## src/rtl/sb_msg_serializer.sv

```systemverilog
module sb_msg_serializer #(
  parameter int GAP_CYCLES = 1
) (
  input  logic        clk,
  input  logic        rst,
  input  logic        in_valid,
  output logic        in_ready,
  input  logic [4:0]  in_type,
  input  logic [15:0] in_req_id,
  input  logic [31:0] in_payload,
  input  logic [15:0] in_vendor_id,
  input  logic        in_has_data,
  output logic        out_valid,
  output logic [7:0]  out_data,
  output logic [4:0]  out_type
);
  localparam int GAP_W = $clog2(GAP_CYCLES + 1) < 1 ? 1 : $clog2(GAP_CYCLES + 1);
  localparam logic [GAP_W-1:0] GAP_LOAD = GAP_W'(GAP_CYCLES);

  typedef enum logic [1:0] {S_IDLE, S_SEND, S_GAP} state_t;

  state_t           st;
  logic [63:0]      shreg;
  logic [3:0]       left;
  logic [4:0]       type_q;
  logic [GAP_W-1:0] gap_left;

  logic [3:0]  new_len;
  logic [63:0] new_bytes;
  logic [15:0] id_bytes;
  logic        accept;

  assign id_bytes = {in_req_id[7:0], in_req_id[15:8]};
  assign accept   = in_valid && in_ready;

  always_comb begin
    new_len   = 4'd0;
    new_bytes = 64'd0;
    case (in_type) inside
      [5'd0:5'd14], 5'd18: begin
        new_len   = 4'd2;
        new_bytes = {48'd0, id_bytes};
      end
      5'd15, 5'd16: begin
        new_len   = 4'd6;
        new_bytes = {16'd0, in_payload, id_bytes};
      end
      5'd19, 5'd20: begin
        new_len   = in_has_data ? 4'd8 : 4'd4;
        new_bytes = {(in_has_data ? in_payload : 32'd0), in_vendor_id, id_bytes};
      end
      default: ;
    endcase
  end

  always_ff @(posedge clk) begin
    if (rst) begin
      st       <= S_IDLE;
      shreg    <= '0;
      left     <= '0;
      type_q   <= '0;
      gap_left <= '0;
    end else begin
      case (st)
        S_IDLE: if (accept && new_len != 4'd0) begin
          st     <= S_SEND;
          shreg  <= new_bytes;
          left   <= new_len;
          type_q <= in_type;
        end
        S_SEND: begin
          shreg <= shreg >> 8;
          left  <= left - 4'd1;
          if (left == 4'd1) begin
            st       <= S_GAP;
            gap_left <= GAP_LOAD;
          end
        end
        S_GAP: begin
          gap_left <= gap_left - 1'b1;
          if (gap_left <= 1) st <= S_IDLE;
        end
        default: st <= S_IDLE;
      endcase
    end
  end

  assign in_ready  = (st == S_IDLE);
  assign out_valid = (st == S_SEND);
  assign out_data  = out_valid ? shreg[7:0] : 8'd0;
  assign out_type  = out_valid ? type_q : 5'd0;
endmodule

```

## config.mk

```make
export PLATFORM = sky130hd
export DESIGN_NAME = sb_msg_serializer
export DESIGN_NICKNAME = d
export VERILOG_FILES = /design/src/rtl/sb_msg_serializer.sv
export SDC_FILE = /design/constraint.sdc
export NUM_CORES = 1
export LEC_CHECK = 0
export BUFFER_PORTS_ARGS = -buffer_cell sky130_fd_sc_hd__buf_2
export CELL_PAD_IN_SITES_DETAIL_PLACEMENT = 0
export CELL_PAD_IN_SITES_GLOBAL_PLACEMENT = 1
export CORE_MARGIN = 2
export CORE_UTILIZATION = 39
export CTS_CLUSTER_DIAMETER = 60
export DETAILED_ROUTE_END_ITERATION = 8
export GPL_TIMING_DRIVEN = 0
export HOLD_SLACK_MARGIN = 0.1
export PLACE_DENSITY = 0.86
export SYNTH_ARGS = -nofsm -noshare
export SYNTH_HDL_FRONTEND = slang
export SYNTH_SLANG_ARGS = --single-unit
```

## constraint.sdc

```tcl
create_clock -name clk -period 2.12 [get_ports clk]
set_input_delay 0.106 -clock clk [delete_from_list [all_inputs] [get_ports clk]]
set_output_delay 0.106 -clock clk [all_outputs]
set_load 0.03 [all_outputs]
```

### Word-level counts from Yosys, hierarchy flattened

Index checks and enable logic that the tools add are counted.

* reduce and logical (&&, ||, !) cells: 12
* $add $sub $neg: 1
* mux-type cells: 17
* equality and inequality tests: 9
* magnitude comparators: 2

Operator list (count)
* $mux W64: 4
* $pmux W64 S2: 1
* $mux W32: 1
* $eq A5 B5 Y1 const B: 4
* $mux W4: 5
* $mux W8: 1
* $pmux W4 S2: 1
* $reduce_and A2 Y1: 3
* $reduce_or A2 Y1: 3
* $eq A5 B4 Y1 const B: 1
* $ge A5 B1 Y1 const B: 1
* $le A5 B4 Y1 const B: 1
* $mux W5: 1
* $eq A4 B1 Y1 const B: 1
* $mux W2: 2
* $ne A2 B1 Y1 const B: 2
* $pmux W2 S2: 1
* $reduce_bool A4 Y1: 1
* $sub A4 B1 Y4 const B: 1
* $logic_and A1 B1 Y1: 3
* $eq A2 B1 Y1 const B: 1
* $logic_not A2 Y1: 1
* $reduce_bool A2 Y1: 1

* output and inout port bits: 15
* register bits after elaboration: 75
* input bits: 73

### Depth between registers and ports, before layout

* depth after elaboration: 9
* depth in mapped cells: 8
* mapped depth without buffers: 5

### Worst setup path after synthesis

OpenSTA, ideal clock, no wires.

* kind: register to register
* start point: register st[1]
* end point: register shreg[56]
* slack: 0.315 ns
* stages on the path, launching flop included: 5
* data required time: 2.060 ns
* arrival: 1.745 ns
* cells stage by stage: dfxtp_1 nor2_1 nand3_1 nor3b_4 a22o_1

* longest elaborated chain between the ends: 5
* elaborated cells between the ends (all ways): 8
* classes of those cells: 2 x eq/ne; 1 x mux; 5 x reduce/logical

RTL lines
* start: declaration: line 22 `state_t st;`
* start signal: assignment: line 58 `st <= S_IDLE;`
* start signal: assignment: line 66 `st <= S_SEND;`
* start signal: assignment: line 75 `st <= S_GAP;`
* $logic_not A2 Y1 (*): line 88 `assign in_ready = (st == S_IDLE);`
* via in_ready: line 7 `output logic in_ready,`
* $logic_and A1 B1 Y1: line 34 `assign accept = in_valid && in_ready;`
* $logic_and A1 B1 Y1: line 65 `S_IDLE: if (accept && new_len != 4'd0) begin`
* $ne A2 B1 Y1 (no line)
* $reduce_and A2 Y1 (no line)
* end signal: assignment: line 67 `shreg <= new_bytes;`
* end signal: assignment: line 72 `shreg <= shreg >> 8;`
* end: declaration: line 23 `logic [63:0] shreg;`

Mark *: on every way through the listed nets, which the timed path passes. The rest lies on a longest branch.
A chain may end at the register's enable or synchronous reset.

### Worst setup path in the final report

* start point: input port in_type[4]
* end point: register shreg[38]

* longest elaborated chain between the ends: 9
* elaborated cells between the ends (all ways): 23
* classes of those cells: 2 x order compare; 6 x eq/ne; 8 x mux; 7 x reduce/logical

RTL lines
* start: declaration: line 8 `input logic [4:0] in_type,`
* branches (longest 9 deep; another with $ge A5 B1 Y1)

Several ways; the timed one is not identified. The select of a mux whose other input is x is not followed.

==> metrics.yaml <==
pwr:
  p_seq_share_pct: 45.6
  switching_share_pct: 30.1
  switchingPower_mw: 1.01
  powerDensity_nw_per_um2: 693
  p_clk_share_pct: 34.7
  ir_worst_vdd_v: 0.000429
  combinationalPowerShare_pct: 19.6
  power.leakage_nw: 1.91
  p_int_mw: 2.34
logic_synthesis:
  synth_ff_type: "dfxtp_1"
  syn-cell-area_um2: 3650
  async_reset_ff_share_pct: 0
  yosys_warnings: 0
  synthTopCellsByArea: "dfxtp_1 (41%), a22oi_1 (7.2%), nand2_1 (7.1%)"
  synth_cell_types: 43
  ys_ff_latch: 75
  syn_nets: 518
  synth_top_area_cell: "dfxtp_1"
  yosys.area.top_type_share_pct: 41.2
  ys_seq_area_share_pct: 41.2
  synth_edf_count: 0
  syn_inst: 443
  avgSynthCellArea_um2: 8.23
hold_path:
  hold_depth: 3
  hold_class: "in2reg"
worst_setup_path:
  cp-end-kind: "flop"
  worst_setup_path_start_kind: "primary input"
  cp.required_ns: 2.39
  crit_arrival_ns: 2.28
  worst_r2r_path_depth: 4
  setup.worst_path.class: "in2reg"
  critPathMaxFanout: 10
sta:
  drv_slew: 0
  finalHoldViolCount: 0
  final.min_clock_period_ns: 2.02
  rsz0062_at_grt: "false"
  fmax_mhz: 496
  setup_tns_ns: 0
  min_period_over_period_pct: 95.2
  worstMarginPinSlew_ns: 0.699
  setup_viol: 0
  clock_skew_ns: 0.00946
  relSlewSlack_pct: 53.3
place:
  place_area_um2: 4210
  port-buffer-count: 84
  gp_congestion: 0.847
  hpwl_mm: 8.55
  dp_cells: 638
finish:
  n_antenna_cell: 0
  fin_nets: 652
  areaGrowthSynthToFinish_pct: 32.3
  finalNonFillerCells: 693
  layout_commonest_cell: "buf_2"
  finish.instance_area_um2: 4830
  layout-drive-gt1-share_pct: 22.2
  layout_common_cells: "buf_2 (95), dfxtp_1 (75), nand2_1 (69)"
floorplan:
  start_util_pct: 39.8
  die_w_um: 101
  die-height_um: 101
  coreArea_um2: 9150
  die_area_um2: 10100
  io-pin-count: 88
  num_rows: 35
cts:
  path_clk_slew_ns: 0.08
  cts.path.max_buffers: 2
  clock_latency_ns: 0.35
  clock-sinks: 75
  cts_tree: "done"
  numCtsBuffers: 9
  cts_max_level: 3
  root_buffer: "clkbuf_8"
status:
  status: "finished clean"
routing:
  wirelength_mm: 11.7
  vias: 3887
  vias_per_cell: 5.61
  drc: 0
  wl_met2_mm: 5.52
  firstDrtPassIters: 5
  wl_met1_mm: 5.25
  met3WireLength_um: 844
  drtAntennaViolNets: 0
  highest_layer: "met4"
  drtIter0Drc: 345
  wl_per_cell_um: 16.9
global_route:
  grt_pass1_wl_mm: 18.1
  grt.total_usage_pct: 23.0
  grt-ovfl-total: 0
  grt_max_degree: 15
  grt_pass1_vias: 3598
  antenna_found_initial: 0
run:
  max-cap-violations: 0
==> per-layer routing <==
metal | GRT usage [%] | vias up
met5 | 0 | -
met4 | 4.74 | 0
met3 | 4.30 | 9
met2 | 39.2 | 157
met1 | 30.5 | 1816
li1 | - | 1905
==> final cells by class <==
class	count	area, um^2
fillers	896	4330
multi-input cells	318	1940
flip-flops and latches	75	1500
repair buffers	123	806
plain buffers	42	200
well taps	111	139
clock buffers	10	138
clock inverters	6	71.3
inverters	8	30.0
==> Yosys cell counts (3+ instances only) <==
library cell and n:
o22ai_1 22, a22oi_1 35, inv_1 8, dfxtp_1 75
a211oi_1 13, and2_1 13, nand3_1 10, nor2_1 29
a21oi_1 35, a22o_1 21, nor3_1 4, a2bb2oi_1 19
nand2_1 69, o21ai_0 13, buf_2 11, buf_4 4
clkbuf_1 25, a311oi_1 5, o21ai_1 3
==> sequential cells by signal (all words and copies together) (netlist names) <==
| register | cells |
|---|---|
| st | 2 |
| type_q | 5 |
| shreg | 64 |
| left | 4 |
==> kinds of logic (layout without fill, tap and decap cells) <==
family                     after synthesis  in the layout  share of synthesized area (%)
muxes                                    1              1                          0.309
AOI/OAI and AO/OA                      178            178                           34.8
adders and majority gates                2              2                          0.686
DFF                                     75             75                           41.2
and+or+nand+nor                        137            137                           17.1
buffers and inverters                   50            189                           5.93
==> repair_timing <==
| action | in CTS | in global routing |
|---|---|---|
| endpoints found under the setup margin | 4 | 26 |
| endpoints found under the hold margin | 48 | 0 |
| pin swaps | 0 | 1 |
| buffers inserted | 0 | 2 |
| hold buffers | 37 | 0 |
| gates resized for setup | 2 | 8 |
==> through the flow <==
step / util, % / hold slack (ns) / total power [mW] / worst slack, ns
after floorplan: - / 0.232 / 1.92 / 0.315
after global placement: 46.0 / 0.334 / 2.13 / 0.0262
after detailed placement: 46.0 / 0.342 / 2.15 / 0.00624
after CTS: 52.3 / 0.102 / 3.35 / 0.0571
after global routing: 52.7 / 0.113 / 3.50 / 0.00657
final: 52.7 / 0.112 / 3.34 / 0.103
==> power by group through the flow <==
stage / registers, mW / clock network (mW) / logic, mW
final: 1.53 / 1.16 / 0.657
after global routing: 1.54 / 1.24 / 0.719
after CTS: 1.53 / 1.18 / 0.642
after detailed placement: 1.56 / 0 / 0.587
after global placement: 1.56 / 0 / 0.577
after floorplan: 1.55 / 0 / 0.373
==> critical path, stage by stage <==
cell	delay, ns
dlygate4sd3_1	0.52
buf_2	0.17
or4b_1	0.45
buf_2	0.18
o22ai_4	0.19
buf_6	0.18
buf_4	0.19
a22oi_1	0.10
o22ai_1	0.18
==> path summary, 6_finish.rpt <==
| kind | startpoint | slack, ns | end |
|---|---|---|---|
| worst max-delay path | in_type[4] | 0.10 | shreg[38] |
| worst min-delay path | in_payload[1] | 0.11 | shreg[33] |
| worst max register to register | st[1] | 0.29 | shreg[62] |
| worst min register to register | shreg[5] | 0.45 | shreg[5] |
Note: power is estimated with default switching activity, not from simulation.
